File: src/rtl/zvs_pkg.sv
package zvs_pkg;
  localparam int unsigned NUM_LEGS = 2;
  typedef enum logic {PH_EVEN = 1'b0, PH_ODD = 1'b1} phase_e;
endpackage

File: src/rtl/zvs_phase_clk.sv
module zvs_phase_clk
  import zvs_pkg::*;
#(
  parameter int unsigned CNT_W    = 8,
  parameter int unsigned DEF_PER  = 20,
  parameter int unsigned DEF_DEAD = 2,
  parameter int unsigned DEF_RD   = 4
) (
  input  logic             clk_i,
  input  logic             rst_ni,
  input  logic             en_i,
  input  logic [CNT_W-1:0] period_i,
  input  logic [CNT_W-1:0] dead_i,
  input  logic [CNT_W-1:0] resdly_i,
  output logic             run_o,
  output logic             wrap_o,
  output phase_e           phase_o,
  output logic [CNT_W-1:0] cnt_o,
  output logic [CNT_W-1:0] per_o,
  output logic [CNT_W-1:0] dead_o,
  output logic [CNT_W-1:0] rd_o
);
  localparam logic [CNT_W-1:0] ONE = CNT_W'(1);
  localparam logic [CNT_W-1:0] TWO = CNT_W'(2);

  logic             run_q;
  logic [CNT_W-1:0] cnt_q, per_q, dead_q, rd_q, last_cnt;
  phase_e           ph_q;
  logic             wrap;

  // phases shorter than two cycles are stretched to two
  always_comb begin
    last_cnt = (per_q < TWO) ? ONE : (per_q - ONE);
    wrap     = run_q && (cnt_q == last_cnt);
  end

  always_ff @(posedge clk_i or negedge rst_ni) begin
    if (!rst_ni) begin
      run_q  <= 1'b0;
      cnt_q  <= '0;
      ph_q   <= PH_EVEN;
      per_q  <= CNT_W'(DEF_PER);
      dead_q <= CNT_W'(DEF_DEAD);
      rd_q   <= CNT_W'(DEF_RD);
    end else begin
      run_q <= en_i;
      if (!en_i || !run_q) begin
        cnt_q  <= '0;
        ph_q   <= PH_EVEN;
        per_q  <= period_i;
        dead_q <= dead_i;
        rd_q   <= resdly_i;
      end else if (wrap) begin
        cnt_q  <= '0;
        ph_q   <= (ph_q == PH_EVEN) ? PH_ODD : PH_EVEN;
        per_q  <= period_i;
        dead_q <= dead_i;
        rd_q   <= resdly_i;
      end else begin
        cnt_q <= cnt_q + ONE;
      end
    end
  end

  assign run_o   = run_q;
  assign wrap_o  = wrap;
  assign phase_o = ph_q;
  assign cnt_o   = cnt_q;
  assign per_o   = per_q;
  assign dead_o  = dead_q;
  assign rd_o    = rd_q;

  AST_CFG_HOLD: assert property (@(posedge clk_i) disable iff (!rst_ni)
    (run_q && en_i && !wrap) |=> ($stable(per_q) && $stable(dead_q) && $stable(rd_q)));
  AST_CNT_RANGE: assert property (@(posedge clk_i) disable iff (!rst_ni)
    run_q |-> (cnt_q <= last_cnt));
  AST_PHASE_FLIP: assert property (@(posedge clk_i) disable iff (!rst_ni)
    (wrap && en_i) |=> (ph_q != $past(ph_q)));
endmodule

File: src/rtl/zvs_leg.sv
module zvs_leg
  import zvs_pkg::*;
#(
  parameter int unsigned CNT_W = 8,
  parameter int unsigned LEG   = 0
) (
  input  logic             clk_i,
  input  logic             rst_ni,
  input  logic             en_i,
  input  logic             term_i,
  input  logic             run_i,
  input  logic             wrap_i,
  input  phase_e           phase_i,
  input  logic [CNT_W-1:0] cnt_i,
  input  logic [CNT_W-1:0] per_i,
  input  logic [CNT_W-1:0] dead_i,
  input  logic [CNT_W-1:0] rd_i,
  output logic             upper_o,
  output logic             lower_o,
  output logic             sync_o
);
  localparam phase_e OWN_PH = (LEG == 0) ? PH_EVEN : PH_ODD;
  localparam int unsigned SUM_W = CNT_W + 1;

  logic term_q;
  logic active, before_dead;

  always_ff @(posedge clk_i or negedge rst_ni) begin
    if (!rst_ni)                term_q <= 1'b0;
    else if (!run_i || wrap_i)  term_q <= 1'b0;
    else if (term_i)            term_q <= 1'b1;
  end

  always_comb begin
    active      = run_i && en_i;
    before_dead = (SUM_W'(cnt_i) + SUM_W'(dead_i)) < SUM_W'(per_i);
    upper_o     = active && (phase_i == OWN_PH);
    sync_o      = upper_o && before_dead;
    lower_o     = active && (phase_i != OWN_PH) && (cnt_i >= rd_i)
                  && before_dead && !term_q;
  end

  AST_LEG_EXCLUSIVE: assert property (@(posedge clk_i) disable iff (!rst_ni)
    !(upper_o && lower_o));
  AST_SYNC_IN_UPPER: assert property (@(posedge clk_i) disable iff (!rst_ni)
    sync_o |-> upper_o);
  AST_TERM_HOLD: assert property (@(posedge clk_i) disable iff (!rst_ni)
    (run_i && term_i && !wrap_i) |=> !lower_o);
  AST_DEAD_GAP: assert property (@(posedge clk_i) disable iff (!rst_ni)
    ($rose(upper_o) && (dead_i != '0)) |-> !$past(lower_o));
endmodule

File: src/rtl/zvs_bridge_timer.sv
module zvs_bridge_timer
  import zvs_pkg::*;
#(
  parameter int unsigned CNT_W = 8
) (
  input  logic                clk_i,
  input  logic                rst_ni,
  input  logic                en_i,
  input  logic                term_i,
  input  logic [CNT_W-1:0]    period_i,
  input  logic [CNT_W-1:0]    dead_i,
  input  logic [CNT_W-1:0]    resdly_i,
  output logic [NUM_LEGS-1:0] upper_o,
  output logic [NUM_LEGS-1:0] lower_o,
  output logic [NUM_LEGS-1:0] sync_o
);
  logic             run, wrap;
  phase_e           phase;
  logic [CNT_W-1:0] cnt, per, dead, rd;

  zvs_phase_clk #(.CNT_W(CNT_W)) u_clk (
    .clk_i    (clk_i),
    .rst_ni   (rst_ni),
    .en_i     (en_i),
    .period_i (period_i),
    .dead_i   (dead_i),
    .resdly_i (resdly_i),
    .run_o    (run),
    .wrap_o   (wrap),
    .phase_o  (phase),
    .cnt_o    (cnt),
    .per_o    (per),
    .dead_o   (dead),
    .rd_o     (rd)
  );

  for (genvar g = 0; g < NUM_LEGS; g++) begin : g_leg
    zvs_leg #(.CNT_W(CNT_W), .LEG(g)) u_leg (
      .clk_i   (clk_i),
      .rst_ni  (rst_ni),
      .en_i    (en_i),
      .term_i  (term_i),
      .run_i   (run),
      .wrap_i  (wrap),
      .phase_i (phase),
      .cnt_i   (cnt),
      .per_i   (per),
      .dead_i  (dead),
      .rd_i    (rd),
      .upper_o (upper_o[g]),
      .lower_o (lower_o[g]),
      .sync_o  (sync_o[g])
    );
  end

  AST_UPPER_COMPL: assert property (@(posedge clk_i) disable iff (!rst_ni)
    (run && en_i) |-> (upper_o[0] != upper_o[1]));
  AST_OFF_WHEN_DISABLED: assert property (@(posedge clk_i) disable iff (!rst_ni)
    !en_i |-> ((upper_o | lower_o | sync_o) == '0));
endmodule

File: config.mk
export PLATFORM = sky130hd
export DESIGN_NAME = zvs_bridge_timer
export DESIGN_NICKNAME = d
export VERILOG_FILES = /design/src/rtl/zvs_pkg.sv /design/src/rtl/zvs_phase_clk.sv /design/src/rtl/zvs_leg.sv /design/src/rtl/zvs_bridge_timer.sv
export SDC_FILE = /design/constraint.sdc
export NUM_CORES = 1
export LEC_CHECK = 0
export BUFFER_PORTS_ARGS = -buffer_cell sky130_fd_sc_hd__buf_2
export CAP_MARGIN = 10
export CORE_MARGIN = 2
export CORE_UTILIZATION = 50
export CTS_CLUSTER_SIZE = 40
export DETAILED_ROUTE_END_ITERATION = 7
export GPL_TIMING_DRIVEN = 0
export PLACE_DENSITY = 0.77
export SLEW_MARGIN = 20
export SYNTH_ARGS = -nofsm -noshare
export SYNTH_HDL_FRONTEND = slang
export SYNTH_SLANG_ARGS = --single-unit
File: constraint.sdc
create_clock -name clk_i -period 2.9 [get_ports clk_i]
set_clock_uncertainty 0.05 [all_clocks]
set_input_delay 0.145 -clock clk_i [delete_from_list [all_inputs] [get_ports clk_i]]
set_output_delay 0.145 -clock clk_i [all_outputs]
set_load 0.01 [all_outputs]
==> metrics, run 1 <==
status finished with violations; failing checks negative setup slack; Least-Margin Pin Slew 784 ps; TNS Setup -2030 ps; DP Wirelength 3.61 mm; wire per inst between 15 and 20 microns; P_leak 1.64 nW; Hold Vio Cnt, Final 0; Ports 34; ys async rst share 1.00; top_reg_cell synth dfrtp_1; period utilisation layout 1.16; Overall Global Routing Usage 0.207; Tot Pwr roughly 1.4 mW; initial antenna violation count 0; clock latency reported for the late side of the worst-skew pair ~300 ps; die span in y between 70 and 80 microns; CTS root buf clkbuf_8; first-pass GRT wire length 8.62 mm; Reg area roughly 900 sq um; final setup margin -476 ps; final RePlAce weighted congestion ~0.87; DRT Wirelength 5.44 mm; Cell Rows 25; register bit total from synthesis 35; Worst-path clk slew 80 ps; Layout Cells excl Fill 358; Slew headroom 0.478; MaxCap Viol Count 0; TritonCTS Buffers 5; DRC viols 0; hold_ws 4.19 ps; Unique masters post-synth 45; maximum fanout along the worst path 3; Iteration-0 DRC Markers 95; DP Worst Slack -524 ps; DRT Pass-1 Iters 5; input/output buffers 33; min Tclk post-route roughly 3400 ps; placed cell count 327; Cells after Synth 227; Mapped Avg Cell Area 11.0 sq um; synthesis-to-finish area growth 29.4%; post-synthesis sequential area ratio 0.353; Worst EP required 2710 ps; Die Wd about 75 microns; Starting Density 0.522; Nets 344; largest net degree at the start of global routing 36; commonest non-fill, non-tap cell in the layout buf_2; maximum root-to-sink buffer count 2; Setup violations, final 14; synthesized cell area roughly 2500 sq um; Setup crit start kind register; most frequent cells in the layout buf_2, dfrtp_1, buf_4; clk sinks 35; core area ~4800 sq um; die area ~5600 sq um; EDFF count, synth 0; H-tree Lvls 2; via count 1934; Fillers between 300 and 400; area of the multi-input gates 1520 sq um; Antenna Cells 0; CP Capture Type primary output; syn nets 281; number of global-route vias before repair 1790; CTS tree built; detailed-route vias per instance 5.40; max-slew violation count 0; Synth Warn # 0; fraction of layout cells with a size suffix above 1 0.447; power density over the cells 428 nW/um^2; Routed Antenna Nets 0; total gr overflow 0; critical path class reg -> out; Fmax just under 0.3 GHz; Max VDD drop roughly 0.25 mV; Hold/Removal Path Class in -> reg; crit path DAT 3180 ps; RSZ-0062 raised after global routing yes
-- worst paths after layout --
kind	slack (ps)	cells past startpoint	from	end
min in group asynchronous	420	2	rst_ni	u_clk.dead_o[6]
max in group asynchronous	1840	2	rst_ni	u_clk.per_o[1]
max reg2reg	-50	8	u_clk.per_o[0]	u_clk.per_o[0]
min	4	2	dead_i[2]	u_clk.dead_o[2]
min reg2reg	460	1	u_clk.rd_o[6]	u_clk.rd_o[6]
max	-480	13	u_clk.dead_o[1]	lower_o[0]
-- cells by family (layout without fill, tap and decap cells) --
logic type      count (synthesis)  after routing  synth area share
compound gates                 46             46             0.123
simple gates                   43             43             0.105
buf+inv                        36            100            0.0851
flops                          35             35             0.353
mux                            24             24             0.141
fa+ha+maj                      26             26             0.133
xor+xnor                       17             17            0.0596
-- cells in the mapped netlist (all sizes together), types with 2 or more instances --
library cell | count | share of area
a2111oi | 3 | 0.011
a21o | 9 | 0.027
a21oi | 12 | 0.024
a31oi | 3 | 0.0075
and2 | 9 | 0.023
and3 | 2 | 0.0050
buf | 11 | 0.048
dfrtp | 31 | 0.31
dfstp | 4 | 0.042
ha | 25 | 0.13
inv | 25 | 0.038
mux2 | 24 | 0.14
nand2 | 6 | 0.0090
nand2b | 2 | 0.0050
nand3 | 4 | 0.0080
nand4 | 2 | 0.0050
nor2 | 5 | 0.0075
nor2b | 5 | 0.016
nor3b | 2 | 0.0060
o211ai | 2 | 0.0060
o21ai | 7 | 0.014
or4 | 2 | 0.0075
xnor2 | 11 | 0.039
xor2 | 6 | 0.021
-- routing by layer --
metal | up-vias | part of all wire | GRT usage
li1 | 921 | - | -
met1 | 955 | 0.43 | 0.269
met2 | 45 | 0.51 | 0.358
met3 | 13 | 0.035 | 0.0442
met4 | 0 | 0.017 | 0.0437
met5 | - | 0 | 0
-- power by group --
part	switching [mW]	internal [mW]	leakage, nW
registers	0.0334	0.524	0.417
clock network	0.193	0.343	0.0644
logic	0.129	0.163	1.16
-- cell type report --
cell class                 count  area share
inverter                      25      0.0290
buffer                         6      0.0240
clock buffer                   5      0.0213
timing repair buffer          61       0.133
clock inverter                 3      0.0209
sequential                    35       0.274
tap                           67      0.0259
multi-input combinational    156       0.471
-- metrics by stage --
stage	instance area [sq um]	utilization
after floorplan	2520	-
after detailed placement	2770	0.578
after CTS	3080	0.643
after global routing	3230	0.676
after global placement	2770	0.578
final	3230	0.676
-- worst max-delay path, stage by stage, from the launching register on --
cell and delay [ps]:
dfstp_2 560, ha_1 230, a21o_1 170, a21oi_2 190, o21ai_2 80, a21oi_2 150, o21ai_1 90, xor2_1 160
ha_1 190, a2111oi_2 330, o211ai_1 190, a311oi_2 240, nor2b_2 200, buf_6 110
-- state kept, by name (all words and copies together), names as in the netlist --
signal              count
u_clk.cnt_o             8
u_clk.dead_o            8
u_clk.per_o             8
u_clk.rd_o              8
g_leg.u_leg.term_q      1
u_clk.phase_o           1
u_clk.run_o             1
-- timing repair --
item,4_1_cts,5_1_grt
hold endpoints to repair,32,0
buffers inserted,17,8
gates resized for setup,18,14
setup endpoints to repair,36,37
pin swaps,18,17
cloned,0,3
hold buffers,2,0
Note: power is estimated with default switching activity, not from simulation.
==> inputs of run 2 (changes only) <==
--- a/config.mk
+++ b/config.mk
@@ -7,7 +7,6 @@
 export LEC_CHECK = 0
 export BUFFER_PORTS_ARGS = -buffer_cell sky130_fd_sc_hd__buf_2
 export CAP_MARGIN = 10
-export CORE_MARGIN = 2
 export CORE_UTILIZATION = 50
 export CTS_CLUSTER_SIZE = 40
 export DETAILED_ROUTE_END_ITERATION = 7
==> run 2 against run 1 <==
  * The run still ends with negative setup slack left
  * Utilization shrank 0.055 points
  * Clock-buffer cell count stayed put
  * First-iteration DRC count increased by 43%
  * Final cell count fell by 1.1%
  * Clock power is essentially flat
  * Combinational power rose by 4%
  * Sequential power barely moved
  * Final area decreased by 0.73%
  * Die area is 5.3% lower
  * Critical path type unchanged
  * Largest cell class unchanged
  * Highest routed layer unchanged
==> metrics, run 2 (synthesized netlist as in run 1, its figures left out) <==
r2r endpoint u_clk.rd_o[6]; first-pass GRT wire length 8.96 mm (+4.0%); via count 1911 (-1.2%); Antenna Cells 0 (unchanged); Slew headroom 0.480 (+0.00203); hold_ws 12.1 ps (+7.87 ps); DRT Wirelength 5.53 mm (+1.5%); Sw Ratio 0.257 (+0.000283); commonest non-fill, non-tap cell in the layout buf_2; Crit. path cell count 15 (+2); CTS root buf clkbuf_8; maximum fanout along the worst path 3 (unchanged); Clk pwr share 0.383 (-0.004); R2R depth 8 (unchanged); Psw 0.357 mW (+0.63%); die area 5280 sq um (-5.3%); TritonCTS Buffers 5 (unchanged); detailed-route vias per instance 5.40 (about the same); DRT Pass-1 Iters 4 (-1); period utilisation layout 1.20 (+0.0326); DRC viols 0 (unchanged); critical path class reg -> out; status finished with violations; area of the multi-input gates 1530 sq um (+0.66%); placed cell count 327 (unchanged); final setup margin -570 ps (-94.6 ps); DP Wirelength 3.62 mm (+0.17%); RSZ-0062 raised after global routing yes; Worst EP required 2710 ps (about the same); Layout Cells excl Fill 354 (-1.1%); maximum root-to-sink buffer count 2 (unchanged); worst r2r src u_clk.per_o[0]; largest net degree at the start of global routing 36 (unchanged); Die Wd 72.7 microns (-2.7%); Starting Density 0.526 (+0.00343); Iteration-0 DRC Markers 136 (+43%); H-tree Lvls 2 (unchanged); final RePlAce weighted congestion 0.844 (-3.0%); CP Cell Sequence inv_2, fa_2, inv_2, a21oi_2, o21ai_2, a21o_1, a21o_1, xor2_1, ha_1, nor2b_4, o21ai_2, o211ai_1, a311oi_2, nor2b_2, buf_6; power density over the cells 434 nW/um^2 (+1.3%); P_leak 1.62 nW (-1.2%); die span in y 72.7 microns (-2.7%); CP Capture Type primary output; number of global-route vias before repair 1891 (+5.6%); max-slew violation count 0 (unchanged); DP Worst Slack -579 ps (-55.2 ps); share of power burned in registers 0.399 (-0.004); crit path DAT 3280 ps (+100 ps); Fmax 0.288 GHz (-2.7%); Hold/Removal Path Class in -> reg; Core Util, Final 0.675 (about the same); synthesis-to-finish area growth 28.5%; Least-Margin Pin Slew 781 ps (-3.05 ps); Slowest cell on crit path dfstp_2; CP max stage delay 570 ps (about the same); wire per inst 15.6 microns (+2.7%); Cell Rows 25 (unchanged); total gr overflow 0 (unchanged); Setup crit start kind register; TNS Setup -2120 ps (-91.0 ps); Fillers 370 (+4.8%); clock latency reported for the late side of the worst-skew pair 290 ps (about the same); CTS tree built; P_int 1.03 mW (+0.48%); Worst Setup SP u_clk.dead_o[1]; failing checks negative setup slack; core area 4750 sq um (-0.65%); Reg area 886 sq um (-0.14%); initial antenna violation count 0 (unchanged); Ports 34 (unchanged); clk sinks 35 (unchanged); MaxCap Viol Count 0 (unchanged); combinational power share 0.218 (+0.007); cell family with most CP delay compound AO/OA/AOI/OAI gates; Max VDD drop 0.264 mV (+6.8%); Critical path buffers and inverters 3 (+2); min Tclk post-route 3470 ps (+94.6 ps); Nets 340 (-1.2%); Setup violations, final 16 (+2); Hold Vio Cnt, Final 0 (unchanged); Overall Global Routing Usage 0.227 (+0.0195); most frequent cells in the layout buf_2, dfrtp_1, inv_1, ha_1; input/output buffers 33 (unchanged); Worst-path clk slew 80 ps (about the same); R2R Setup Slk -20 ps (+30 ps); Routed Antenna Nets 0 (unchanged); fraction of layout cells with a size suffix above 1 0.432 (-0.0147); worst setup path endpoint lower_o[0]; hold path depth 2 (unchanged)
run 2: metal layers:
metal / routed length [microns] / global-route usage / part of all wire
met5: 0 / 0 / 0
met3: 225 / 0.0428 / 0.041
met1: 2360 / 0.278 / 0.43
met2: 2840 / 0.397 / 0.51
met4: 105 / 0.0806 / 0.019
run 2: what timing repair did:
item                                   CTS  global route
hold buffers                             2             0
setup endpoints to repair               36            26
pin swaps                               19            15
buffers inserted                        13             7
cloned                                   0             1
endpoints found under the hold margin   32             0
resized for setup                       23             8
run 2: power groups by stage:
stage	registers (mW)	clock network, mW	logic (mW)
after global routing	0.560	0.562	0.334
final	0.556	0.533	0.303
after global placement	0.562	0	0.241
after floorplan	0.553	0	0.189
after detailed placement	0.564	0	0.250
after CTS	0.556	0.543	0.277
run 2: worst min-delay path by stage:
stage	from	to	slack [ps]
after floorplan	rst_ni	g_leg[0].u_leg.term_q	-200
after global placement	rst_ni	u_clk.dead_o[3]	220
after detailed placement	rst_ni	u_clk.dead_o[3]	220
after CTS	dead_i[2]	u_clk.dead_o[2]	8
after global routing	resdly_i[3]	u_clk.rd_o[3]	20
final	dead_i[3]	u_clk.dead_o[3]	10
run 2: cell type report:
class	instances	area share
Multi-Input combinational cell	156	0.478
Inverter	25	0.0292
Timing Repair Buffer	56	0.122
Buffer	7	0.0265
Sequential cell	35	0.276
Clock inverter	3	0.0210
Tap cell	67	0.0261
Clock buffer	5	0.0214
run 2: worst reg2reg max path, stage by stage (launching register included):
cell and delay (ps):
dfrtp_1 430, or4_4 570, or4_4 440, and3_4 190, nor4b_4 220, nand4_1 210, nor2b_4 230, buf_12 170
mux2_4 300
run 2: through the flow:
step                      power [mW]  area, sq um
after floorplan                0.742         2520
after global placement         0.802         2770
after detailed placement       0.814         2770
after CTS                       1.38         3090
after global routing            1.46         3210
final                           1.39         3210
==> inputs of run 3 (changes only) <==
--- a/config.mk
+++ b/config.mk
@@ -11,6 +11,7 @@
 export CTS_CLUSTER_SIZE = 40
 export DETAILED_ROUTE_END_ITERATION = 7
 export GPL_TIMING_DRIVEN = 0
+export HOLD_SLACK_MARGIN = 0.1
 export PLACE_DENSITY = 0.77
 export SLEW_MARGIN = 20
 export SYNTH_ARGS = -nofsm -noshare
==> constraint.sdc (replaced) <==
create_clock -name clk_i -period 3 [get_ports clk_i]
set_clock_uncertainty 0.05 [all_clocks]
set_input_delay 0.15 -clock clk_i [delete_from_list [all_inputs] [get_ports clk_i]]
set_output_delay 0.15 -clock clk_i [all_outputs]
set_load 0.01 [all_outputs]
==> run 3 against run 2 <==
  * The flow still finishes with violations (negative setup slack)
  * Clock-buffer cell count grew 1
  * Utilization grew 5.9 points
  * Combinational power increased by 11%
  * Clock power shrank 29%
  * Critical endpoint unchanged
  * Largest power group unchanged
==> metrics, run 3 (synthesized netlist as in run 1, its figures left out) <==
maximum fanout along the worst path 3 (unchanged); Setup violations, final 12 (-4); Nets 364 (+7.1%); status finished with violations; MaxCap Viol Count 0 (unchanged); number of global-route vias before repair 1907 (+0.85%); Area after DPL 2760 sq um (-0.23%); TritonCTS Buffers 5 (unchanged); max-slew violation count 0 (unchanged); die span in y 72.7 microns (unchanged); TNS Setup -1630 ps (+493 ps); Hold/Removal Path Class in -> async; core area 4750 sq um (unchanged); share of power burned in registers 0.431 (+0.032); final setup margin -405 ps (+165 ps); RSZ-0062 raised after global routing yes; crit path DAT 3210 ps (-70 ps); Antenna Cells 0 (unchanged); fraction of layout cells with a size suffix above 1 0.434 (+0.00203); period utilisation layout 1.14; clk sinks 35 (unchanged); Slew headroom 0.478 (-0.00131); synthesis-to-finish area growth 39.8%; Hold Vio Cnt, Final 0 (unchanged); Setup crit start kind register; Max VDD drop 0.292 mV (+11%); maximum root-to-sink buffer count 2 (unchanged); largest net degree at the start of global routing 36 (unchanged); total gr overflow 0 (unchanged); CP Capture Type primary output; initial antenna violation count 0 (unchanged); combinational power share 0.269 (+0.051); final RePlAce weighted congestion 0.804 (-4.7%); Ports 34 (unchanged); final instance area 3490 sq um (+8.8%); CTS tree built; min Tclk post-route 3410 ps; first-pass GRT wire length 8.76 mm (-2.3%); Sw Ratio 0.287 (+0.0307); input/output buffers 33 (unchanged); Starting Density 0.526 (unchanged); Psw 0.359 mW (+0.59%); clock latency reported for the late side of the worst-skew pair 300 ps (about the same); P_int 0.892 mW (-14%); wire per inst 15.5 microns (-0.52%); Worst EP required 2800 ps (+90 ps); commonest non-fill, non-tap cell in the layout buf_2; DRT Pass-1 Iters 6 (+2); Overall Global Routing Usage 0.223 (-0.00401); Cell Rows 25 (unchanged); die area 5280 sq um (unchanged); P_leak 1.73 nW (+6.6%); Fmax 0.294 GHz; DP Wirelength 3.50 mm (-3.4%); critical path class reg -> out; failing checks negative setup slack; detailed-route vias per instance 5.29 (-2.0%); Worst-path clk slew 70 ps (about the same); Routed Antenna Nets 0 (unchanged); CTS root buf clkbuf_8; power density over the cells 358 nW/um^2 (-17%); Clk pwr share 0.300 (-0.083); most frequent cells in the layout buf_2, dlygate4sd3_1, dfrtp_1; Iteration-0 DRC Markers 113 (-17%); Die Wd 72.7 microns (unchanged); via count 2000 (+4.7%); Least-Margin Pin Slew 783 ps (+1.96 ps); DRT Wirelength 5.87 mm (+6.2%); DRC viols 0 (unchanged); H-tree Lvls 2 (unchanged)
-- run 3: routing by layer --
metal	share of wire	vias to the layer above	track usage
li1	-	961	-
met1	0.44	967	0.293
met2	0.50	60	0.358
met3	0.041	12	0.0401
met4	0.019	0	0.0980
met5	0	-	0
-- run 3: cell type report --
| type | count | area, sq um |
|---|---|---|
| clock buffers | 6 | 82.6 |
| plain buffers | 7 | 85.1 |
| fillers | 333 | 1260 |
| well taps | 67 | 83.8 |
| flip-flops and latches | 35 | 888 |
| clock inverters | 2 | 16.3 |
| inverters | 25 | 93.8 |
| repair buffers | 80 | 672 |
| multi-input cells | 156 | 1570 |
-- run 3: final timing paths --
path                                  from             end  slack [ps]  depth (start not counted)
setup / recovery           u_clk.dead_o[1]      lower_o[0]        -410                         15
hold / removal                      rst_ni  u_clk.per_o[1]         440                          2
setup reg to reg            u_clk.per_o[0]   u_clk.rd_o[5]         -40                          8
hold reg to reg              u_clk.rd_o[7]   u_clk.rd_o[7]         470                          1
max in group asynchronous           rst_ni  u_clk.cnt_o[2]        1920                          2
min in group clk_i           u_clk.rd_o[7]   u_clk.rd_o[7]         470                          1
-- run 3: timing repair --
action / CTS / global route
hold buffers: 27 / 0
setup buffers: 8 / 10
pin swaps: 18 / 13
gates cloned: 0 / 2
resized for setup: 25 / 22
endpoints found under the hold margin: 57 / 0
setup endpoints to repair: 36 / 36
-- run 3: through the flow --
step / cells / power [mW] / setup WS, ps / utilization / hold slack (ps)
4_1_cts: 367 / 1.21 / -431 / 0.690 / 434
2_1_floorplan: 227 / 0.716 / 3.92 / - / -196
5_1_grt: 378 / 1.32 / -533 / 0.735 / 478
3_3_place_gp: 327 / 0.776 / -392 / 0.580 / 214
6_report: 378 / 1.25 / -405 / 0.735 / 437
3_5_place_dp: 327 / 0.785 / -420 / 0.580 / 220
-- run 3: power by group through the flow --
stage / clock network, mW / logic [mW] / registers [mW]
3_3_place_gp: 0 / 0.233 / 0.544
4_1_cts: 0.380 / 0.287 / 0.538
6_report: 0.376 / 0.336 / 0.539
3_5_place_dp: 0 / 0.240 / 0.545
5_1_grt: 0.409 / 0.365 / 0.544
2_1_floorplan: 0 / 0.182 / 0.534
-- run 3: critical path, cell delays in order (launching register included) --
cell and delay (ps):
dfstp_2 580, inv_2 50, fa_2 360, inv_2 60
a21oi_2 50, o21ai_2 160, a21o_1 130, a21o_1 140
xor2_1 180, ha_1 280, nor2b_4 140, o21ai_2 100
o211ai_1 120, a311oi_2 250, nor2b_2 200, buf_6 110
